<file path="src/rtl/gpx_pkg.sv">
package gpx_pkg;

    // Pins per port. The address map and field packing depend on this being 8.
    localparam int PORT_W    = 8;
    // Byte spacing between consecutive port windows.
    localparam int WIN_BYTES = 'h30;

    // Byte offsets within one port window.
    localparam logic [5:0] OFF_LEVEL = 6'h04;
    localparam logic [5:0] OFF_DOUT  = 6'h08;
    localparam logic [5:0] OFF_MODE  = 6'h0C;
    localparam logic [5:0] OFF_PULL  = 6'h10;
    localparam logic [5:0] OFF_EVT   = 6'h14;
    localparam logic [5:0] OFF_IEN   = 6'h18;
    localparam logic [5:0] OFF_FRC   = 6'h1C;
    localparam logic [5:0] OFF_EDGE  = 6'h20;

    typedef enum logic [1:0] {
        DRV_INPUT       = 2'b00,
        DRV_PUSH_PULL   = 2'b01,
        DRV_SINK_ONLY   = 2'b10,
        DRV_SOURCE_ONLY = 2'b11
    } drive_mode_e;

    typedef struct packed {
        logic out;
        logic oe;
    } pad_drive_t;

    // Layout of the global control word.
    typedef struct packed {
        logic [15:0] zero_hi;
        logic [6:0]  ports;
        logic [6:0]  version;
        logic        sync_sel;
        logic        clk_req;
    } ctrl_word_t;

    // Per-port writable state.
    typedef struct packed {
        logic [PORT_W-1:0]   dout;
        logic [2*PORT_W-1:0] mode;
        logic [PORT_W-1:0]   pull_dis;
        logic [PORT_W-1:0]   ien;
        logic [PORT_W-1:0]   frc;
        logic [PORT_W-1:0]   edge_rise;
    } port_cfg_t;

    // Drive value for one pin. A released pin always presents out = 0.
    function automatic pad_drive_t drive_pin(input drive_mode_e m, input logic d);
        pad_drive_t r;
        unique case (m)
            DRV_PUSH_PULL:   r = '{out: d,    oe: 1'b1};
            DRV_SINK_ONLY:   r = '{out: 1'b0, oe: ~d};
            DRV_SOURCE_ONLY: r = '{out: d,    oe: d};
            default:         r = '{out: 1'b0, oe: 1'b0};
        endcase
        return r;
    endfunction

endpackage

</file>
<file path="src/rtl/gpx_in_sync.sv">
module gpx_in_sync #(
    parameter int W = 8
) (
    input  logic         clk,
    input  logic         rst,
    input  logic         sync_sel,
    input  logic [W-1:0] pad_in,
    output logic [W-1:0] level,
    output logic [W-1:0] rise,
    output logic [W-1:0] fall
);
    localparam int STAGES = 2;

    logic [STAGES-1:0][W-1:0] chain_q;
    logic [W-1:0]             prev_q;

    always_ff @(posedge clk) begin
        if (rst) begin
            chain_q <= '0;
            prev_q  <= '0;
        end else begin
            chain_q[0] <= pad_in;
            for (int s = 1; s < STAGES; s++) begin
                chain_q[s] <= chain_q[s-1];
            end
            prev_q <= level;
        end
    end

    assign level = sync_sel ? chain_q[STAGES-1] : pad_in;
    assign rise  = level & ~prev_q;
    assign fall  = ~level & prev_q;

endmodule

</file>
<file path="src/rtl/gpx_pad_drive.sv">
module gpx_pad_drive
    import gpx_pkg::*;
#(
    parameter int W = PORT_W
) (
    input  logic [2*W-1:0] mode,
    input  logic [W-1:0]   dout,
    input  logic [W-1:0]   pull_dis,
    output logic [W-1:0]   pad_out,
    output logic [W-1:0]   pad_oe,
    output logic [W-1:0]   pad_pu_en
);
    for (genvar k = 0; k < W; k++) begin : g_pin
        pad_drive_t drv;
        assign drv          = drive_pin(drive_mode_e'(mode[2*k +: 2]), dout[k]);
        assign pad_out[k]   = drv.out;
        assign pad_oe[k]    = drv.oe;
        assign pad_pu_en[k] = ~pull_dis[k];
    end

endmodule

</file>
<file path="src/rtl/gpx_port.sv">
module gpx_port
    import gpx_pkg::*;
(
    input  logic              clk,
    input  logic              rst,
    input  logic              wr,
    input  logic [5:0]        off,
    input  logic [15:0]       wdata,
    input  logic [PORT_W-1:0] level,
    input  logic [PORT_W-1:0] rise,
    input  logic [PORT_W-1:0] fall,
    output logic [31:0]       rdata,
    output logic [PORT_W-1:0] pad_out,
    output logic [PORT_W-1:0] pad_oe,
    output logic [PORT_W-1:0] pad_pu_en,
    output logic              irq
);
    port_cfg_t         cfg_q;
    logic [PORT_W-1:0] evt_q;
    logic [PORT_W-1:0] evt_d;
    logic [PORT_W-1:0] evt_clr;
    logic [PORT_W-1:0] edge_hit;

    // A pin's event is set only by the edge its edge-select bit picks.
    assign edge_hit = (cfg_q.edge_rise & rise) | (~cfg_q.edge_rise & fall);
    assign evt_clr  = (wr && off == OFF_EVT) ? wdata[PORT_W-1:0] : '0;
    // An edge in the same cycle as a clear keeps the event set.
    assign evt_d    = (evt_q & ~evt_clr) | edge_hit;

    always_ff @(posedge clk) begin
        if (rst) begin
            cfg_q <= '0;
            evt_q <= '0;
        end else begin
            evt_q <= evt_d;
            if (wr) begin
                unique case (off)
                    OFF_DOUT: cfg_q.dout      <= wdata[PORT_W-1:0];
                    OFF_MODE: cfg_q.mode      <= wdata[2*PORT_W-1:0];
                    OFF_PULL: cfg_q.pull_dis  <= wdata[PORT_W-1:0];
                    OFF_IEN:  cfg_q.ien       <= wdata[PORT_W-1:0];
                    OFF_FRC:  cfg_q.frc       <= wdata[PORT_W-1:0];
                    OFF_EDGE: cfg_q.edge_rise <= wdata[PORT_W-1:0];
                    default: ;
                endcase
            end
        end
    end

    always_comb begin
        rdata = '0;
        unique case (off)
            OFF_LEVEL: rdata[PORT_W-1:0]   = level;
            OFF_DOUT:  rdata[PORT_W-1:0]   = cfg_q.dout;
            OFF_MODE:  rdata[2*PORT_W-1:0] = cfg_q.mode;
            OFF_PULL:  rdata[PORT_W-1:0]   = cfg_q.pull_dis;
            OFF_EVT:   rdata[PORT_W-1:0]   = evt_q;
            OFF_IEN:   rdata[PORT_W-1:0]   = cfg_q.ien;
            OFF_FRC:   rdata[PORT_W-1:0]   = cfg_q.frc;
            OFF_EDGE:  rdata[PORT_W-1:0]   = cfg_q.edge_rise;
            default: ;
        endcase
    end

    assign irq = |((evt_q | cfg_q.frc) & cfg_q.ien);

    gpx_pad_drive #(.W(PORT_W)) i_drive (
        .mode      (cfg_q.mode),
        .dout      (cfg_q.dout),
        .pull_dis  (cfg_q.pull_dis),
        .pad_out   (pad_out),
        .pad_oe    (pad_oe),
        .pad_pu_en (pad_pu_en)
    );

endmodule

</file>
<file path="src/rtl/gpio_edge_ctrl.sv">
module gpio_edge_ctrl
    import gpx_pkg::*;
#(
    parameter int          NPORTS       = 3,
    parameter logic [6:0]  CORE_VERSION = 7'd3,
    parameter int          ADDR_W       = 10
) (
    input  logic                       clk,
    input  logic                       rst,
    input  logic                       bus_wr,
    input  logic                       bus_rd,
    input  logic [ADDR_W-1:0]          bus_addr,
    input  logic [31:0]                bus_wdata,
    output logic [31:0]                bus_rdata,
    output logic                       bus_rvalid,
    input  logic [NPORTS*PORT_W-1:0]   pad_in,
    output logic [NPORTS*PORT_W-1:0]   pad_out,
    output logic [NPORTS*PORT_W-1:0]   pad_oe,
    output logic [NPORTS*PORT_W-1:0]   pad_pu_en,
    output logic [NPORTS-1:0]          irq,
    output logic                       clk_req
);
    localparam int NPIN = NPORTS * PORT_W;

    logic                    clk_req_q;
    logic                    sync_sel_q;
    logic                    ctrl_hit;
    ctrl_word_t              ctrl_word;
    logic [NPORTS-1:0][31:0] port_rd;
    logic [31:0]             rd_mux;
    logic                    unused_wdata_hi;

    assign unused_wdata_hi = ^bus_wdata[31:16];
    assign ctrl_hit        = (bus_addr == '0);

    always_ff @(posedge clk) begin
        if (rst) begin
            clk_req_q  <= 1'b0;
            sync_sel_q <= 1'b0;
        end else if (bus_wr && ctrl_hit) begin
            clk_req_q  <= bus_wdata[0];
            sync_sel_q <= bus_wdata[1];
        end
    end

    assign ctrl_word = '{zero_hi:  '0,
                         ports:    7'(NPORTS),
                         version:  CORE_VERSION,
                         sync_sel: sync_sel_q,
                         clk_req:  clk_req_q};
    assign clk_req = clk_req_q;

    for (genvar p = 0; p < NPORTS; p++) begin : g_port
        localparam int BASE = p * WIN_BYTES;

        logic [ADDR_W-1:0] rel;
        logic              hit;
        logic [31:0]       rd;
        logic [PORT_W-1:0] level;
        logic [PORT_W-1:0] rise;
        logic [PORT_W-1:0] fall;

        assign rel = bus_addr - ADDR_W'(BASE);
        assign hit = (bus_addr >= ADDR_W'(BASE)) && (rel < ADDR_W'(WIN_BYTES));

        gpx_in_sync #(.W(PORT_W)) i_sync (
            .clk      (clk),
            .rst      (rst),
            .sync_sel (sync_sel_q),
            .pad_in   (pad_in[p*PORT_W +: PORT_W]),
            .level    (level),
            .rise     (rise),
            .fall     (fall)
        );

        gpx_port i_port (
            .clk       (clk),
            .rst       (rst),
            .wr        (bus_wr && hit),
            .off       (rel[5:0]),
            .wdata     (bus_wdata[15:0]),
            .level     (level),
            .rise      (rise),
            .fall      (fall),
            .rdata     (rd),
            .pad_out   (pad_out[p*PORT_W +: PORT_W]),
            .pad_oe    (pad_oe[p*PORT_W +: PORT_W]),
            .pad_pu_en (pad_pu_en[p*PORT_W +: PORT_W]),
            .irq       (irq[p])
        );

        assign port_rd[p] = hit ? rd : '0;
    end

    always_comb begin
        rd_mux = ctrl_hit ? ctrl_word : '0;
        for (int p = 0; p < NPORTS; p++) begin
            rd_mux = rd_mux | port_rd[p];
        end
    end

    always_ff @(posedge clk) begin
        if (rst) begin
            bus_rdata  <= '0;
            bus_rvalid <= 1'b0;
        end else begin
            bus_rvalid <= bus_rd;
            bus_rdata  <= bus_rd ? rd_mux : '0;
        end
    end

endmodule

</file>
<file path="config.mk">
export PLATFORM = sky130hd
export DESIGN_NAME = gpio_edge_ctrl
export DESIGN_NICKNAME = d
export VERILOG_FILES = /design/src/rtl/gpx_pkg.sv /design/src/rtl/gpx_in_sync.sv /design/src/rtl/gpx_pad_drive.sv /design/src/rtl/gpx_port.sv /design/src/rtl/gpio_edge_ctrl.sv
export SDC_FILE = /design/constraint.sdc
export NUM_CORES = 1
export LEC_CHECK = 0
export ABC_AREA = 1
export BUFFER_PORTS_ARGS = -buffer_cell sky130_fd_sc_hd__buf_2
export CAP_MARGIN = 20
export CORE_MARGIN = 10
export CORE_UTILIZATION = 40
export DETAILED_ROUTE_END_ITERATION = 7
export PLACE_DENSITY = 0.66
export SYNTH_ARGS = -nofsm -noshare
export SYNTH_HDL_FRONTEND = slang
export SYNTH_SLANG_ARGS = --single-unit
</file>
<file path="constraint.sdc">
create_clock -name clk -period 2.2 [get_ports clk]
set_clock_uncertainty 0.05 [all_clocks]
set_input_delay 0 -clock clk [delete_from_list [all_inputs] [get_ports clk]]
set_output_delay 0 -clock clk [all_outputs]
set_load 0.02 [all_outputs]
</file>
==> metrics.md, run 1 <==
| Metric | Value |
|---|---|
| Final instance area | `16300 sq um` |
| Initial antenna violation count | `2` |
| Global-route wire length before repair | `72.0 mm` |
| Hold path depth | `7` |
| Critical Path AT | `2.01 ns` |
| Post-Syn Area | `13500 sq um` |
| Antenna viol nets, final | `0` |
| Vias in the first global route | `12600` |
| Buf/Inv on CP | `1` |
| # IOs | `179` |
| FF+latch count, synth | `283` |
| Post-route clock period utilization | `0.935` |
| Final hold slack | `0.118 ns` |
| Switch Pwr | `2.74 mW` |
| Critical path class | `reg -> out` |
| CTS tree | `yes` |
| Setup TNS | `0 ns` |
| Setup WS post-layout | `0.142 ns` |
| Clock sinks | `283` |
| Power per cell area | `696 nW/um^2` |
| CP startpoint kind | `flip-flop` |
| Origin of the critical flop-to-flop path | `sync_sel_q$_SDFFE_PP0P_` |
| MaxCap Viol Count | `0` |
| Layout cell share with drive strength beyond 1 | `0.127` |
| Leak Pwr | `7.72 nW` |
| Worst Tran Pin Value | `0.812 ns` |
| GPL Wtd Cong | `0.950` |
| Comb power frac | `0.069` |
| Worst Setup End Kind | `primary output` |
| Post-DP HPWL | `32.7 mm` |
| Slew Limit Headroom | `0.459` |
| Number of gates resized after CTS | `0` |
| IO buf count | `146` |
| WL/cell | `17.5 um` |
| R2R cell count | `10` |
| Clock Tree Root | `clkbuf_16` |
| Placed Instance Area | `14700 sq um` |
| Sequential area share after synthesis | `0.418` |
| Internal Power | `8.58 mW` |
| Final net count | `2277` |
| Reg power frac | `0.465` |
| Initial Utilization | `0.405` |
| H-tree Lvls | `1` |
| 1st-pass router iterations | `6` |
| Clock power frac | `0.466` |
| Via Count | `13800` |
| Top delay family on crit path | `simple AND/OR/NAND/NOR gates` |
| Die extent in x | `204 um` |
| Hold Path Class | `in -> reg` |
| Worst vdd ir | `576 uV` |
| Synth cell types | `34` |
| P&R area growth vs syn | `20.0%` |
| Reg-to-reg slack, setup | `0.19 ns` |
| DRC | `0` |
| Critical R2R Capture | `bus_rdata[4]$_SDFF_PP0_` |
| Largest net degree at the start of global routing | `146` |
| GRT Resource Usage Total | `0.216` |
| Final WL | `46.8 mm` |
| Hold Crit Start | `bus_addr[7]` |
| Clock Latency Late Sink | `0.57 ns` |
| Final Power | `11.3 mW` |
| TritonCTS buffer count | `30` |
| Hold Path Sink | `g_port[2].i_port.cfg_q[47]$_SDFFE_PP0P_` |
| Mapped Cells | `2048` |
| Fin. max-slew vios | `0` |
| Placed cells | `2571` |
| Outcome | `finished clean` |
| Peak Freq | `486 MHz` |
| Ys Warns | `0` |
| Final core occ | `0.486` |
| DR vias/cell | `5.14` |
| Row cnt | `67` |
| Clock buffer depth | `3` |
| Mean Syn Cell Area | `6.62 sq um` |
| Reg clk slew, reported paths | `0.06 ns` |
| Critical path required time | `2.15 ns` |
| Cell Chain, Critical Path | `o21ai_0, nand2_1, nor3_1, nand4_1, buf_2` |
| Die area | `41600 sq um` |
| DP Worst Slack | `0.136 ns` |
| Non-filler cells, final | `2679` |
| Core ar. | `33400 sq um` |
| Die Y | `204 um` |
| Worst path max stage delay | `0.35 ns` |
| Finish-stage setup viols | `0` |
| RSZ-0062 raised after global routing | `no` |
| Starting DRT DRC Count | `1411` |
| Switching share of power | `0.242` |
| Grt ovf | `0` |
| Critical path's slowest cell | `nor3_1` |
| Crit path max fanout | `3` |
| Final Hold Fails | `0` |
| Final worst path period need | `2.06 ns` |
layer usage:
layer | GRT usage | wire length [um] | up-vias
met5 | 0 | 0 | -
met4 | 0.0759 | 1350 | 0
met3 | 0.0425 | 4320 | 90
met2 | 0.325 | 20100 | 600
met1 | 0.300 | 20900 | 6225
li1 | - | - | 6865
registers in the layout (all words and copies together) (netlist names):
signal	cells
sync_sel_q	1
bus_rvalid	1
bus_rdata	16
clk_req	1
g_port.i_sync.prev_q	24
g_port.i_sync.chain_q	48
g_port.i_port.cfg_q	168
g_port.i_port.evt_q	24
cell families (layout without fill, tap and decap cells):
family          Yosys count  after routing  share of synthesized area
fa+ha+maj                 2              2                    0.00185
flops                   283            283                      0.418
simple gates           1034           1034                      0.328
xor+xnor                  8              8                    0.00517
buf+inv                 357            523                      0.109
compound gates          363            363                      0.137
other cells               1             18                   0.000277
power groups by stage:
stage	registers (mW)	logic, mW	clock network (mW)
4_1_cts	5.26	0.770	5.35
2_1_floorplan	5.36	0.449	0
3_3_place_gp	5.37	0.693	0
6_report	5.26	0.786	5.28
3_5_place_dp	5.37	0.701	0
5_1_grt	5.27	0.851	5.55
synthesized netlist by cell type (all sizes together):
master	number	area (sq um)
nand4	65	407
dfxtp	283	5670
a21oi	165	826
nor3	5	63.8
o21ai	178	891
o21a	1	7.51
or2	2	12.5
ha	2	25.0
a31oi	10	62.6
nand3	174	911
o2111ai	2	17.5
buf	69	400
nand2	505	1920
xor2	1	8.76
xnor2	7	61.3
nor2	282	1120
clkbuf	67	251
conb	1	3.75
nand3b	1	7.51
o211ai	7	52.6
inv	221	830
cell type report:
type                       count  area (sq um)
tap                          448           561
clock inverter                13           150
clock buffer                  43           881
fill                        3371         17200
multi-input combinational   1423          6470
antenna                        2          5.00
sequential                   283          5670
inverter                     221           830
timing repair buffer         246          1710
tightest hold or removal path: stages:
cell and delay [ns]:
buf_2 0.14, xnor2_1 0.14, nor2_1 0.04, nand3_1 0.13, nor2_4 0.07, nand3_1 0.09
a21oi_1 0.07
timing repair:
action                                  CTS  global route
endpoints found under the setup margin    0             1
setup buffers                             0             1
hold buffers                             49             0
hold endpoints to repair                218             0
how the worst max path moves through the flow:
stage                                                  startpoint                                      end  slack (ns)  depth (start not counted)
after floorplan                           sync_sel_q$_SDFFE_PP0P_                  bus_rdata[0]$_SDFF_PP0_        0.64                         11
after global placement                                bus_addr[5]   g_port[1].i_port.cfg_q[2]$_SDFFE_PP0P_        0.22                         10
after detailed placement                              bus_addr[3]  g_port[2].i_port.cfg_q[41]$_SDFFE_PP0P_        0.14                          8
after CTS                                             bus_addr[8]  g_port[1].i_port.cfg_q[44]$_SDFFE_PP0P_        0.07                          9
after global routing                      sync_sel_q$_SDFFE_PP0P_                  bus_rdata[1]$_SDFF_PP0_        0.05                         10
final                     g_port[0].i_port.cfg_q[13]$_SDFFE_PP0P_                                   irq[0]        0.14                          5
placed cells by master (no fill, tap or decap), types with 7 or more instances in the layout:
cell type	count
dfxtp_1	283
buf_4	44
inv_1	218
clkinv_2	7
clkbuf_16	31
conb_1	16
buf_2	145
dlygate4sd3_1	49
a21oi_1	165
nor2_1	267
o21ai_0	177
xnor2_1	7
nand2_1	498
nand4_1	65
buf_12	8
nor2_2	10
o211ai_1	7
a31oi_1	10
nand3_1	169
No activity file was read; power rests on OpenSTA's default activity.
==> run 2, diff against run 1 <==
--- a/config.mk
+++ b/config.mk
@@ -6,12 +6,12 @@
 export NUM_CORES = 1
 export LEC_CHECK = 0
 export ABC_AREA = 1
-export BUFFER_PORTS_ARGS = -buffer_cell sky130_fd_sc_hd__buf_2
 export CAP_MARGIN = 20
 export CORE_MARGIN = 10
 export CORE_UTILIZATION = 40
 export DETAILED_ROUTE_END_ITERATION = 7
-export PLACE_DENSITY = 0.66
+export DONT_BUFFER_PORTS = 1
+export PLACE_DENSITY = 0.61
 export SYNTH_ARGS = -nofsm -noshare
 export SYNTH_HDL_FRONTEND = slang
 export SYNTH_SLANG_ARGS = --single-unit
==> metrics.md, run 2 (synthesis results as in run 1) <==
| Metric | Value |
|---|---|
| Critical Path AT | `2.49 ns` |
| # IOs | `179` |
| Switch Pwr | `2.83 mW` |
| Largest net degree at the start of global routing | `119` |
| Clock Latency Late Sink | `0.52 ns` |
| H-tree Lvls | `2` |
| Final Hold Fails | `4` |
| TritonCTS buffer count | `34` |
| Worst vdd ir | `441 uV` |
| Worst Setup End Kind | `flip-flop` |
| 1st-pass router iterations | `6` |
| Layout cell share with drive strength beyond 1 | `0.0667` |
| Die extent in x | `204 um` |
| Peak Freq | `469 MHz` |
| Comb power frac | `0.062` |
| Antenna viol nets, final | `0` |
| Finish-stage setup viols | `0` |
| Final hold slack | `-0.0405 ns` |
| Initial antenna violation count | `3` |
| GRT Resource Usage Total | `0.231` |
| Leak Pwr | `7.41 nW` |
| RSZ-0062 raised after global routing | `no` |
| Critical path required time | `2.56 ns` |
| Die Y | `204 um` |
| Starting DRT DRC Count | `1555` |
| Post-route clock period utilization | `0.970` |
| Die area | `41600 sq um` |
| Most common cell after layout, fill and taps aside | `nand2_1` |
| Reg power frac | `0.446` |
| DR vias/cell | `5.33` |
| Worst Tran Pin Value | `1.20 ns` |
| CTS tree | `yes` |
| Crit path max fanout | `13` |
| Largest register FFs | `168` |
| Critical path's slowest cell | `dlygate4sd3_1` |
| Global-route wire length before repair | `75.3 mm` |
| MaxCap Viol Count | `0` |
| Worst path max stage delay | `1.27 ns` |
| Hold Path Class | `in -> reg` |
| Final net count | `2179` |
| Clock sinks | `283` |
| Outcome | `finished, violations left` |
| Fin. max-slew vios | `0` |
| CP startpoint kind | `primary input` |
| Final WL | `50.2 mm` |
| Grt ovf | `0` |
| Clock power frac | `0.491` |
| Slew Limit Headroom | `0.196` |
| Multi-input logic area | `6480 sq um` |
| WL/cell | `19.4 um` |
| Via Count | `13800` |
| Biggest register | `g_port.i_port.cfg_q` |
| Final core occ | `0.482` |
| Reg clk slew, reported paths | `0.06 ns` |
| CP dominant cell by count | `dlygate4sd3_1` |
| Vias in the first global route | `12500` |
| Setup TNS | `0 ns` |
| GPL Wtd Cong | `0.918` |
| Switching share of power | `0.240` |
| Internal Power | `8.97 mW` |
| Initial Utilization | `0.405` |
| Final worst path period need | `2.13 ns` |
| DRC | `0` |
| Post-DP HPWL | `32.6 mm` |
| Clock buffer depth | `3` |
| P&R area growth vs syn | `19.1%` |
| Largest regs | `g_port.i_port.cfg_q (168), g_port.i_sync.chain_q (48)` |
| Cell Chain, Critical Path | `dlygate4sd3_1, inv_1, o21ai_0, a31oi_1, dlygate4sd3_1` |
| Row cnt | `67` |
| Power per cell area | `731 nW/um^2` |
| Violated checks | `negative hold slack` |
| Fill count | `3362` |
| IO buf count | `0` |
| Critical path class | `in -> reg` |
| Register Area | `5670 sq um` |
| Commonest cells after routing, fill and taps aside | `nand2_1 (498), dfxtp_1 (283), nor2_1 (267)` |
| Clock Tree Root | `clkbuf_16` |
| Core ar. | `33400 sq um` |
[run 2: changes by cell type in the layout (fill, tap and decap cells not counted), sizes merged]
| cell | delta |
|---|---|
| buf | -145 |
| clkbuf | +5 |
| clkinv | -4 |
| diode | +5 |
| dlygate4sd3 | +40 |
| dlymetal6s4s | +2 |
| inv | +1 |
[run 2: metal layers]
metal  up-vias  share of wire  track usage
li1       6658              -            -
met1      6296           0.44        0.319
met4         0          0.036       0.0905
met3       103           0.11       0.0510
met5         -              0            0
met2       708           0.42        0.342
[run 2: layout make-up]
class	count	area share
Multi-Input combinational cell	1423	0.402
Sequential cell	283	0.351
Timing Repair Buffer	144	0.0894
Clock buffer	47	0.0622
Inverter	221	0.0514
Tap cell	448	0.0347
Clock inverter	10	0.00838
Antenna cell	7	0.00109
[run 2: power groups by stage]
stage | registers (mW) | clock network (mW) | logic [mW]
after global placement | 5.37 | 0 | 0.484
after global routing | 5.27 | 6.06 | 0.791
after CTS | 5.26 | 5.85 | 0.709
after floorplan | 5.36 | 0 | 0.449
final | 5.26 | 5.80 | 0.737
after detailed placement | 5.37 | 0 | 0.493
[run 2: worst paths after layout]
kind | from | endpoint | slack [ns] | cells past startpoint
worst max-delay path | bus_wdata[4] | g_port[0].i_port.evt_q[4]$_SDFF_PP0_ | 0.07 | 5
worst min-delay path | bus_addr[9] | g_port[2].i_port.cfg_q[33]$_SDFFE_PP0P_ | -0.04 | 7
worst max register to register | sync_sel_q$_SDFFE_PP0P_ | g_port[0].i_port.evt_q[7]$_SDFF_PP0_ | 0.12 | 6
worst min register to register | g_port[0].i_sync.chain_q[7]$_SDFF_PP0_ | g_port[0].i_sync.chain_q[15]$_SDFF_PP0_ | 0.35 | 2
[run 2: metrics by stage]
stage	area (sq um)	worst slack, ns	cells	power [mW]
floorplan	13600	0.637	2063	5.81
global placement	13900	0.201	2421	5.86
detailed placement	13900	0.162	2421	5.87
CTS	16000	0.00407	2570	11.8
global route	16100	0.0268	2581	12.1
finish	16100	0.0663	2583	11.8
[run 2: critical path, delay by kind of cell]
kind,cells,cell delay [ns]
buf+inv,3,2.15
compound gates,2,0.34
[run 2: timing repair]
| item | CTS | global route |
|---|---|---|
| endpoints found under the setup margin | 0 | 11 |
| hold buffers | 92 | 3 |
| endpoints found under the hold margin | 271 | 22 |
| setup buffers | 0 | 4 |
| resized for setup | 0 | 9 |
